`config.mk`:
```
export PLATFORM = sky130hd
export DESIGN_NAME = bus68_bridge
export DESIGN_NICKNAME = d
export VERILOG_FILES = /design/src/rtl/bus68_pkg.sv /design/src/rtl/bclk_edge_det.sv /design/src/rtl/bus_in_sync.sv /design/src/rtl/eclk_gen.sv /design/src/rtl/bus_fsm.sv /design/src/rtl/bus68_bridge.sv
export SDC_FILE = /design/constraint.sdc
export NUM_CORES = 1
export LEC_CHECK = 0
export BUFFER_PORTS_ARGS = -buffer_cell sky130_fd_sc_hd__buf_2
export CORE_ASPECT_RATIO = 1.4
export CORE_MARGIN = 2
export CORE_UTILIZATION = 49
export CTS_CLUSTER_SIZE = 40
export DETAILED_ROUTE_END_ITERATION = 6
export PLACE_DENSITY = 0.74
export SLEW_MARGIN = 20
export SYNTH_ARGS = -nofsm -noshare
export SYNTH_HDL_FRONTEND = slang
export SYNTH_SLANG_ARGS = --single-unit
```
`constraint.sdc`:
```
create_clock -name clk_i -period 1.4 [get_ports clk_i]
set_clock_uncertainty 0.1 [all_clocks]
set_input_delay 0.14 -clock clk_i [delete_from_list [all_inputs] [get_ports clk_i]]
set_output_delay 0.14 -clock clk_i [all_outputs]
set_load 0.01 [all_outputs]
```
`src/rtl/bus68_pkg.sv`:
```
package bus68_pkg;
  typedef enum logic [3:0] {
    ST_IDLE, ST_S1, ST_S2, ST_S3, ST_S4, ST_S5, ST_S6, ST_S7, ST_PER_A, ST_PER_B
  } bstate_e;

  typedef struct packed {
    logic       rw;
    logic [2:0] fc;
    logic [1:0] be;  // active high lane enables
  } cyc_attr_t;

  localparam logic [2:0] FC_USER = 3'b001;
  localparam logic [2:0] FC_SUPV = 3'b110;
  localparam logic [2:0] FC_IACK = 3'b111;
endpackage

```
`src/rtl/bclk_edge_det.sv`:
```
module bclk_edge_det #(
  parameter int STAGES = 2
) (
  input  logic clk_i,
  input  logic rst_ni,
  input  logic bclk_i,
  output logic rise_o,
  output logic fall_o
);
  logic [STAGES-1:0] sync_q;
  logic              prev_q;

  always_ff @(posedge clk_i or negedge rst_ni) begin
    if (!rst_ni) begin
      sync_q <= '0;
      prev_q <= 1'b0;
    end else begin
      sync_q <= {sync_q[STAGES-2:0], bclk_i};
      prev_q <= sync_q[STAGES-1];
    end
  end

  assign rise_o = sync_q[STAGES-1] & ~prev_q;
  assign fall_o = ~sync_q[STAGES-1] & prev_q;
endmodule

```
`src/rtl/bus_in_sync.sv`:
```
module bus_in_sync #(
  parameter int STAGES = 2,
  parameter int WIDTH  = 2
) (
  input  logic             clk_i,
  input  logic             rst_ni,
  input  logic             fall_i,
  input  logic [WIDTH-1:0] din_ni,
  output logic [WIDTH-1:0] dout_o
);
  for (genvar b = 0; b < WIDTH; b++) begin : g_bit
    logic [STAGES-1:0] sh_q;
    always_ff @(posedge clk_i or negedge rst_ni) begin
      if (!rst_ni)     sh_q <= '0;
      else if (fall_i) sh_q <= {sh_q[STAGES-2:0], ~din_ni[b]};
    end
    assign dout_o[b] = sh_q[STAGES-1];
  end
endmodule

```
`src/rtl/eclk_gen.sv`:
```
module eclk_gen #(
  parameter int PERIOD = 10,
  parameter int HIGH   = 4
) (
  input  logic clk_i,
  input  logic rst_ni,
  input  logic rise_i,
  output logic eclk_o,
  output logic efall_o
);
  localparam int CNT_W = $clog2(PERIOD);
  localparam logic [CNT_W-1:0] LAST  = CNT_W'(PERIOD - 1);
  localparam logic [CNT_W-1:0] HI_AT = CNT_W'(PERIOD - HIGH);

  logic [CNT_W-1:0] cnt_q;

  always_ff @(posedge clk_i or negedge rst_ni) begin
    if (!rst_ni)     cnt_q <= '0;
    else if (rise_i) cnt_q <= (cnt_q == LAST) ? '0 : cnt_q + 1'b1;
  end

  assign eclk_o  = (cnt_q >= HI_AT);
  assign efall_o = rise_i && (cnt_q == LAST);
endmodule

```
`src/rtl/bus_fsm.sv`:
```
module bus_fsm
  import bus68_pkg::*;
(
  input  logic       clk_i,
  input  logic       rst_ni,
  input  logic       rise_i,
  input  logic       fall_i,
  input  logic       efall_i,
  input  logic       cs_ni,
  input  logic       we_ni,
  input  logic       oe_ni,
  input  logic [1:0] be_ni,
  input  logic       iack_i,
  input  logic       super_i,
  input  logic       dtack_i,
  input  logic       vpa_i,
  output bstate_e    state_o,
  output logic       uds_no,
  output logic       lds_no,
  output logic       rw_o,
  output logic [2:0] fc_o,
  output logic       vma_no,
  output logic       wait_o
);
  bstate_e   state_q, state_d;
  cyc_attr_t attr_q;
  logic      armed_q, vma_q, start, strobe_on, busy;

  assign start = (state_q == ST_IDLE) && rise_i && armed_q && !cs_ni && (!we_ni || !oe_ni);

  always_comb begin
    state_d = state_q;
    unique case (state_q)
      ST_IDLE:  if (start)   state_d = ST_S1;
      ST_S1:    if (fall_i)  state_d = ST_S2;
      ST_S2:    if (rise_i)  state_d = ST_S3;
      ST_S3:    if (fall_i)  state_d = ST_S4;
      ST_S4:    if (rise_i) begin
                  if (vpa_i)        state_d = ST_PER_A;  // VPA wins over DTACK
                  else if (dtack_i) state_d = ST_S5;
                end
      ST_S5:    if (fall_i)  state_d = ST_S6;
      ST_S6:    if (rise_i)  state_d = ST_S7;
      ST_S7:    if (fall_i)  state_d = ST_IDLE;
      ST_PER_A: if (efall_i) state_d = ST_PER_B;
      ST_PER_B: if (efall_i) state_d = ST_S7;
      default:               state_d = ST_IDLE;
    endcase
  end

  always_ff @(posedge clk_i or negedge rst_ni) begin
    if (!rst_ni) begin
      state_q <= ST_IDLE;
      attr_q  <= '{rw: 1'b1, fc: 3'b000, be: 2'b00};
      armed_q <= 1'b1;
      vma_q   <= 1'b0;
    end else begin
      state_q <= state_d;
      if (start)                armed_q <= 1'b0;
      else if (we_ni && oe_ni)  armed_q <= 1'b1;
      if (start) begin
        attr_q.rw <= we_ni;
        attr_q.fc <= iack_i ? FC_IACK : (super_i ? FC_SUPV : FC_USER);
        attr_q.be <= ~be_ni;
      end
      if (state_q == ST_PER_A && efall_i)  vma_q <= 1'b1;
      else if (state_q == ST_S7 && fall_i) vma_q <= 1'b0;
    end
  end

  assign busy      = (state_q != ST_IDLE);
  assign strobe_on = busy && (state_q != ST_S1);
  assign uds_no    = ~(strobe_on && attr_q.be[1]);
  assign lds_no    = ~(strobe_on && attr_q.be[0]);
  assign rw_o      = busy ? attr_q.rw : 1'b1;
  assign fc_o      = busy ? attr_q.fc : 3'b000;
  assign vma_no    = ~vma_q;
  assign wait_o    = state_q inside {ST_S1, ST_S2, ST_S3, ST_S4, ST_PER_A, ST_PER_B};
  assign state_o   = state_q;
endmodule

```
`src/rtl/bus68_bridge.sv`:
```
module bus68_bridge
  import bus68_pkg::*;
#(
  parameter int SYNC_STAGES = 2,
  parameter int E_PERIOD    = 10,
  parameter int E_HIGH      = 4
) (
  input  logic       clk_i,
  input  logic       rst_ni,
  input  logic       bclk_i,
  input  logic       cs_ni,
  input  logic       we_ni,
  input  logic       oe_ni,
  input  logic [1:0] be_ni,
  input  logic       iack_i,
  input  logic       super_i,
  input  logic       dtack_ni,
  input  logic       vpa_ni,
  output logic       uds_no,
  output logic       lds_no,
  output logic       rw_o,
  output logic [2:0] fc_o,
  output logic       vma_no,
  output logic       eclk_o,
  output logic       wait_o
);
  logic       bclk_rise, bclk_fall, efall;
  logic [1:0] ack_a;  // [1] VPA, [0] DTACK
  bstate_e    state;

  bclk_edge_det #(.STAGES(SYNC_STAGES)) u_edge (
    .clk_i, .rst_ni, .bclk_i, .rise_o(bclk_rise), .fall_o(bclk_fall)
  );

  bus_in_sync #(.STAGES(SYNC_STAGES), .WIDTH(2)) u_insync (
    .clk_i, .rst_ni, .fall_i(bclk_fall), .din_ni({vpa_ni, dtack_ni}), .dout_o(ack_a)
  );

  eclk_gen #(.PERIOD(E_PERIOD), .HIGH(E_HIGH)) u_eclk (
    .clk_i, .rst_ni, .rise_i(bclk_rise), .eclk_o, .efall_o(efall)
  );

  bus_fsm u_fsm (
    .clk_i, .rst_ni, .rise_i(bclk_rise), .fall_i(bclk_fall), .efall_i(efall),
    .cs_ni, .we_ni, .oe_ni, .be_ni, .iack_i, .super_i,
    .dtack_i(ack_a[0]), .vpa_i(ack_a[1]),
    .state_o(state), .uds_no, .lds_no, .rw_o, .fc_o, .vma_no, .wait_o
  );
endmodule

```
* Word level (Yosys, flattened, before mapping) *
Index checks and enable logic that the tools add are counted.

word-level totals
  flip-flop bits (word level) = 23
  input port bits = 12
  logic and storage cells = 88

operators by class
  add/subtract/negate cells = 1
  magnitude comparators = 1
  equality and inequality tests = 22
  muxes and demuxes = 22
  bitwise logic cells = 10
  reductions and logical operators = 21

operator list
  cell                                                                     count
  4-bit two-way mux                                                        13
  4-bit case mux with 10 select lines                                      1
  4-bit by 3-bit equality test with 1-bit output, second input constant    4
  2-bit by 1-bit inequality test with 1-bit output, second input constant  7
  4-bit equality test, second input constant                               3
  1-bit logical AND                                                        11
  11-bit AND reduction                                                     1
  3-bit two-way mux                                                        3
  4-bit by 2-bit equality test with 1-bit output, second input constant    2
  1-bit inverter                                                           7
  2-bit inequality test, second input constant                             3
  6-bit nonzero test                                                       1
  1-bit two-way mux                                                        5
  4-bit by 1-bit adder with 4-bit output, second input constant            1
  4-bit by 1-bit equality test with 1-bit output, second input constant    1
  4-bit by 3-bit >= comparator with 1-bit output, second input constant    1
  4-bit zero test                                                          1
  4-bit by 1-bit inequality test with 1-bit output, second input constant  1
  2-bit nonzero test                                                       2
  4-bit nonzero test                                                       1
  1-bit zero test                                                          3
  3-bit inequality test, second input constant                             1
  1-bit AND                                                                2
  2-bit inverter                                                           1
  1-bit logical OR                                                         1

* Logic depth before layout (Yosys ltp) *
Gate-level depths: netlist of the first run.

  depth in word-level cells = 8
  gate-level depth with buffers = 5

* Modules after synthesis *
A second synthesis of the first run with hierarchy kept.

unflattened totals
  cells, all modules = 119
  area, all modules = 1153.6 um^2

modules (own cells, without submodules)
  module         instances  cells an instance  area an instance (um^2)  seq. area each (um^2)
  bus_fsm        1          84                 709.4                    277.8
  eclk_gen       1          18                 193.9                    100.1
  bus_in_sync    1          12                 160.2                    100.1
  bclk_edge_det  1          5                  90.1                     75.1

* Worst setup path after synthesis of the first run *
No wires, ideal clock.

  path type = reg-to-reg
  start point = reg u_fsm.state_q[3] (netlist: u_fsm.state_o[3])
  end point = reg u_fsm.attr_q[5] (netlist name)
  library setup time = 82 ps
  arrival time = 1317 ps
  slack = -99 ps
  stages on the path, launching flop included = 5
  period minus slack after synthesis = 1499 ps
  cells stage by stage = dfrtp_1 > buf_6 > nor4_4 > nand4_4 > mux2_4

between the ends
  cells in the longest elaborated chain, start to end = 5

RTL lines
  what                             RTL line       text
  start: declaration               bus_fsm.sv:25  bstate_e state_q, state_d;
  start signal: assignment         bus_fsm.sv:58  state_q <= state_d;
  4-bit zero test                  bus_fsm.sv:29  assign start = (state_q == ST_IDLE) && rise_i && armed_q && !cs_ni && (!we_ni || !oe_ni);
  1-bit logical AND (4 in series)  bus_fsm.sv:29
  end signal: assignment           bus_fsm.sv:54  attr_q <= '{rw: 1'b1, fc: 3'b000, be: 2'b00};
  end: declaration                 bus_fsm.sv:26  cyc_attr_t attr_q;

No other way between the ends.
A chain may end at the register's enable or synchronous reset.

* Worst setup path after layout of the first run *
  start point = reg u_fsm.state_q[1] (netlist: u_fsm.state_o[1])
  end point = out fc_o[2]

between the ends
  cells in the longest elaborated chain, start to end = 2

RTL lines
  what                RTL line            text
  4-bit nonzero test  bus_fsm.sv:71       assign busy = (state_q != ST_IDLE);
  3-bit two-way mux   bus_fsm.sv:76       assign fc_o = busy ? attr_q.fc : 3'b000;
  end: declaration    bus68_bridge.sv:22  output logic [2:0] fc_o,

No other way between the ends.

==> results.md, run 1 <==
- Leak pwr: 0.8381 nW
- RR Endpoint: u_fsm.state_o[1]
- Final ANT Viol Nets: 0
- Vias in the first global route: 1146
- # DRC: 0
- Failing checks: setup timing
- Cell count after synthesis: 123
- TNS Setup: -4.334 ns
- RSZ-0062 raised after global routing: yes
- Die Y: 62.34 um
- Worst-Margin Slew: 0.4914 ns
- WL per Instance: 16.18 um
- Data arrival time of the worst path: 1.61 ns
- Post-synthesis sequential area ratio: 46.43%
- Crit. End Element: primary output
- Status: finished with violations
- Die Area: 2847 um^2
- Gr usage total: 25.06%
- GRT met2 Usage: 42.78%
- Setup violations, final: 17
- GR Overflow Total: 0
- Boundary pin count: 21
- Reg-to-Reg Start: u_fsm.state_o[1]
- CTS clk-pin slew, worst paths: 0.12 ns
- Worst-path fanout max: 3
- Clk sinks: 22
- Post-synth ARST share: 100.0%
- Synthesized cell area: 1191 um^2
- Initial Utilization: 50.94%
- CTS buffer count: 3
- PD cells: 1824 nW/um^2
- Ys flop type: dfrtp_1
- Synth warn: 0
- Layout area overhead: 55.78%
- CP Class: register to primary output
- Worst Hold Endpoint: u_fsm.armed_q
- Fraction of layout instances using a drive strength above 1: 48.07%
- Avg Synthesized Cell Area: 9.684 um^2
- Initial DRC count: 32
- Area share of the largest cell type after synthesis: 42.02%
- Post-synth top area cell: dfrtp_1
- Post-DP HPWL: 1836 um
- Max Cap Viol: 0
- DRT Wirelength: 3301 um
- Gpl congestion: 0.9038
- Yosys reg bits: 22
- Worst Path Required: 1.16 ns
- Drt first pass iters: 4
- Avg Vias per Cell: 5.618
- H-tree Lvls: 1
- Worst IR Drop VDD: 1362 uV
- CTS tree: yes
- # diodes: 0
- Top cells by area, synth: dfrtp_1 42%, nand2_1 6.0%, o21ai_0 5.5%
- Vias: 1146
- Final WS setup: -0.4466 ns
- Hold path start: oe_ni
- Final Hold Vio Count: 0
- Yosys cell types: 40
- Pin count of the biggest net entering global routing: 23
- Fmax: 541.5 MHz
- Initial antenna violation count: 0
- Met3 Track Usage GR: 2.035%
- Worst reg-to-reg path cell count: 7
- IO buf count: 20
- Met1 Use GR: 30.78%
- Dpl cells: 181
- Worst hold-check path type: primary input to register
- Fin crit period: 1.847 ns
- Commonest non-fill, non-tap cell in the layout: buf_2
- First-pass GRT wire length: 5333 um
- Mapped Nets: 135
- CTS Buffer Depth: 2
- Root buf cell: clkbuf_4
- Final max-slew violation count: 0
- Non-filler cells, final: 204
- Hold path depth: 3
- Slew HR: 67.24%
- Most frequent cells in the layout: 19 x buf_2, 18 x buf_4, 17 x dfrtp_1, 15 x nand2_1, 13 x buf_6
- Worst skew pair latency: 0.31 ns
- Period utilization: 131.9%
- Core Area: 2338 um^2
- # rows: 21
- Number of synthesized flops with an enable pin: 0
- GRT busiest layer: met2
- Die W: 45.67 um
- Worst reg-to-reg setup slack: -0.31 ns
- Nets@finish: 194
- Critical path launch point type: register
## flip-flops by register name, summed over array words and instances, names as in the netlist
| register | count |
|---|---|
| u_fsm.armed_q | 1 |
| u_insync.g_bit.sh_q | 4 |
| u_eclk.cnt_q | 4 |
| u_fsm.vma_q | 1 |
| u_fsm.state_o | 4 |
| u_fsm.attr_q | 5 |
| u_edge.sync_q | 2 |
| u_edge.prev_q | 1 |
## timing repair
action | CTS | global route
buffers inserted | 10 | 2
endpoints found under the hold margin | 28 | 0
pin swaps | 9 | 11
hold buffers | 9 | 0
resized for setup | 22 | 31
endpoints found under the setup margin | 16 | 20
## report_power, final
group | leakage (nW) | internal (mW) | total (mW) | switching, mW
clock | 0.0210 | 0.159 | 0.356 | 0.197
combinational | 0.552 | 1.07 | 1.97 | 0.903
sequential | 0.265 | 0.850 | 1.06 | 0.206
total | 0.838 | 2.08 | 3.38 | 1.31
## worst max-delay path by stage
stage	startpoint	endpoint	slack (ns)	cells after the start
after floorplan	u_fsm.state_o[0]	u_fsm.attr_q[5]	-0.09	3
after global placement	u_edge.prev_q	u_fsm.state_o[1]	-0.16	4
after detailed placement	u_fsm.state_o[1]	u_fsm.state_o[3]	-0.18	5
after CTS	u_fsm.state_o[3]	fc_o[2]	-0.41	4
after global routing	u_fsm.state_o[1]	fc_o[2]	-0.51	4
final	u_fsm.state_o[1]	fc_o[2]	-0.45	4
## routing by layer
layer,vias up,part of all wire (%),wire length [um]
met4,0,2.9,97
met3,10,1.9,64
met1,560,40,1318
li1,552,-,-
met2,24,55,1820
met5,-,0,0
## critical path, cell delays in order (launching register included)
cell and delay [ns]:
dfrtp_2 0.46, nor4_4 0.32, buf_4 0.17, and2b_2 0.21, buf_2 0.14
## kinds of logic (layout without fill, tap and decap cells)
| kind of cell | after synthesis | in the layout | share of synthesized area [%] |
|---|---|---|---|
| mux | 3 | 3 | 2.941 |
| xor+xnor | 2 | 2 | 1.471 |
| simple gates | 55 | 55 | 27.31 |
| flops | 22 | 22 | 46.43 |
| compound gates | 32 | 32 | 17.54 |
| buf+inv | 9 | 67 | 4.306 |
## cell type report
class	count	area, um^2
tap	23	28.78
timing repair buffer	60	486.7
inverter	3	11.26
sequential	22	556.8
clock buffer	4	36.28
multi-input combinational	92	735.7
fill	128	483.0
## cells in the mapped netlist, types with 3 or more instances
cell type	instances
nand2_1	19
a21oi_1	5
nand2b_1	3
dfrtp_1	20
inv_1	3
nor3_1	5
and2b_1	3
nor2b_1	6
nor2_1	4
o21ai_0	13
## metrics by stage
step / hold slack [ns] / util [%] / power (mW) / worst slack [ns] / cell area [um^2]
2_1_floorplan: -0.2556 / - / 1.894 / -0.09120 / 1212
3_3_place_gp: 0.02210 / 62.76 / 2.343 / -0.1590 / 1468
3_5_place_dp: 0.02603 / 62.76 / 2.385 / -0.1759 / 1468
4_1_cts: 0.03611 / 74.91 / 3.090 / -0.4127 / 1752
5_1_grt: 0.04201 / 79.35 / 3.595 / -0.5108 / 1856
6_report: 0.01823 / 79.35 / 3.385 / -0.4466 / 1856
No activity file was read; power rests on OpenSTA's default activity.
==> run 2, diff against run 1 <==
--- a/config.mk
+++ b/config.mk
@@ -7,12 +7,11 @@
 export LEC_CHECK = 0
 export BUFFER_PORTS_ARGS = -buffer_cell sky130_fd_sc_hd__buf_2
 export CORE_ASPECT_RATIO = 1.4
-export CORE_MARGIN = 2
-export CORE_UTILIZATION = 49
+export CORE_UTILIZATION = 54
 export CTS_CLUSTER_SIZE = 40
 export DETAILED_ROUTE_END_ITERATION = 6
-export PLACE_DENSITY = 0.74
-export SLEW_MARGIN = 20
+export PLACE_DENSITY = 0.77
+export SLEW_MARGIN = 40
 export SYNTH_ARGS = -nofsm -noshare
 export SYNTH_HDL_FRONTEND = slang
 export SYNTH_SLANG_ARGS = --single-unit
==> constraint.sdc (replaced) <==
create_clock -name clk_i -period 2.1 [get_ports clk_i]
set_clock_uncertainty 0.1 [all_clocks]
set_input_delay 0.21 -clock clk_i [delete_from_list [all_inputs] [get_ports clk_i]]
set_output_delay 0.21 -clock clk_i [all_outputs]
set_load 0.01 [all_outputs]
==> results.md, run 2 (synthesized netlist as in run 1, its figures left out) <==
- Hold path start: we_ni
- Non-filler cells, final: 170 (-17%)
- # diodes: 0 (unchanged)
- Fin crit period: 1.915 ns
- Worst IR Drop VDD: 801.9 uV (-41%)
- Slowest stage cell, crit path: dfrtp_1
- Met1 Use GR: 27.54% (-3.2 points)
- TNS Setup: 0 ns (+4.334 ns)
- Initial Utilization: 58.95% (+8.0 points)
- Final max-slew violation count: 0 (unchanged)
- Worst hold-check path type: primary input to register
- Initial antenna violation count: 0 (unchanged)
- Worst reg-to-reg path cell count: 4 (-3)
- Final ANT Viol Nets: 0 (unchanged)
- Critical path launch point type: register
- DRT Wirelength: 2399 um (-27%)
- CP Cell Sequence: nor4_4 -> and2b_1 -> buf_2
- IO buf count: 20 (unchanged)
- CTS tree: yes
- Leak pwr: 0.6330 nW (-24%)
- Layout area overhead: 16.60%
- Met3 Track Usage GR: 4.430% (+2.4 points)
- CTS clk-pin slew, worst paths: 0.12 ns (about the same)
- Pin count of the biggest net entering global routing: 23 (unchanged)
- Root buf cell: clkbuf_4
- CP Class: register to primary output
- Most frequent cells in the layout: 20 x buf_2, 20 x dfrtp_1, 19 x nand2_1, 13 x o21ai_0
- CP max stage delay: 0.54 ns (+0.08 ns)
- Crit. End Element: primary output
- GR Overflow Total: 0 (unchanged)
- Slew HR: 67.39% (+0.15 points)
- Boundary pin count: 21 (unchanged)
- Drt first pass iters: 4 (unchanged)
- Worst Hold Endpoint: u_fsm.attr_q[5]
- Max Cap Viol: 0 (unchanged)
- Die W: 41.70 um (-8.7%)
- RSZ-0062 raised after global routing: no
- Gr usage total: 22.47% (-2.6 points)
- CTS Buffer Depth: 2 (unchanged)
- Fmax: 522.1 MHz
- Dpl cells: 159 (-12%)
- PostCTS Resize Cnt: 0 (-100%)
- Status: complete, no violations
- Final Hold Vio Count: 0 (unchanged)
- Die Y: 57.57 um (-7.6%)
- # rows: 19 (-9.5%)
- Fraction of layout instances using a drive strength above 1: 22.15% (-26 points)
- Clk sinks: 22 (unchanged)
- Hold path depth: 2 (-1)
- Core Util, Final: 68.73% (-11 points)
- DP Worst Slack: 0.3271 ns (+0.5030 ns)
- H-tree Lvls: 1 (unchanged)
- WHS: 0.04419 ns (+0.02596 ns)
- Reg with most FFs: u_fsm.attr_q
- Period utilization: 91.21%
- Nets@finish: 162 (-16%)
- Avg Vias per Cell: 5.729 (+2.0%)
- Setup violations, final: 0 (-17)
- WL per Instance: 14.11 um (-13%)
- Worst-Margin Slew: 0.4891 ns (-0.002284 ns)
- Vias in the first global route: 918 (-20%)
- Final WS setup: 0.1845 ns (+0.6312 ns)
- Worst-path fanout max: 13 (+10)
- Worst Path Required: 1.79 ns (+0.63 ns)
- Reg-to-Reg Start: u_fsm.state_o[2]
- Worst reg-to-reg setup slack: 0.32 ns (+0.63 ns)
- GRT met2 Usage: 36.16% (-6.6 points)
- GRT busiest layer: met2
- Data arrival time of the worst path: 1.61 ns (about the same)
- First-pass GRT wire length: 4057 um (-24%)
- Post-DP HPWL: 1685 um (-8.2%)
- Max FFs per register: 5 (unchanged)
- Gpl congestion: 0.8443 (-6.6%)
- Die Area: 2400 um^2 (-16%)
- # DRC: 0 (unchanged)
- PD cells: 1214 nW/um^2 (-33%)
- Worst skew pair latency: 0.31 ns (about the same)
- CTS buffer count: 3 (unchanged)
- Vias: 974 (-15%)
- Core Area: 2021 um^2 (-14%)
- RR Endpoint: u_fsm.state_o[3]
- Initial DRC count: 17 (-47%)
==> run 2: cell count changes in the layout (fill, tap and decap cells not counted), sizes merged <==
| cell | previous run | this run |
|---|---|---|
| dlygate4sd3 | 9 | 6 |
| buf | 51 | 22 |
==> run 2: layout make-up <==
cell class	count	area, um^2
clock buffer	4	36.28
fill	155	631.9
inverter	3	11.26
multi-input combinational	92	586.8
sequential	22	553.0
tap	21	26.28
timing repair buffer	28	175.2
==> run 2: routing by layer <==
metal	wire length, um	vias up	part of all wire [%]
li1	-	488	-
met1	1054	446	44
met2	1179	28	49
met3	81	12	3.4
met4	85	0	3.5
met5	0	-	0
==> run 2: worst max path at each step <==
stage | from | end | slack (ns) | depth (start not counted)
floorplan | u_fsm.state_o[3] | fc_o[2] | 0.57 | 4
global placement | u_fsm.state_o[0] | u_fsm.attr_q[5] | 0.40 | 3
detailed placement | u_fsm.state_o[0] | u_fsm.attr_q[5] | 0.33 | 3
CTS | u_fsm.state_o[0] | fc_o[2] | 0.04 | 3
global route | u_fsm.state_o[1] | fc_o[2] | 0.07 | 3
finish | u_fsm.state_o[1] | fc_o[2] | 0.18 | 3
==> run 2: where the power goes <==
| group | switching (mW) | internal [mW] | leakage [nW] |
|---|---|---|---|
| Clock | 0.126 | 0.106 | 0.0210 |
| Sequential | 0.200 | 0.562 | 0.268 |
| Combinational | 0.345 | 0.347 | 0.344 |
==> run 2: critical path: cells and delay by family, from the launching register on <==
kind | cells | cell delay [ns]
buf+inv | 1 | 0.14
flops | 1 | 0.54
simple gates | 2 | 0.61
==> run 2: timing repair <==
action	CTS	global route
setup endpoints to repair	0	3
hold buffers	6	0
endpoints found under the hold margin	25	0
setup buffers	0	1
==> run 2: per-stage QoR <==
step           total power, mW  cell area (um^2)
3_5_place_dp             1.425              1285
6_report                 1.686              1389
3_3_place_gp             1.396              1285
2_1_floorplan            1.251              1191
4_1_cts                  1.673              1381
5_1_grt                  1.815              1389
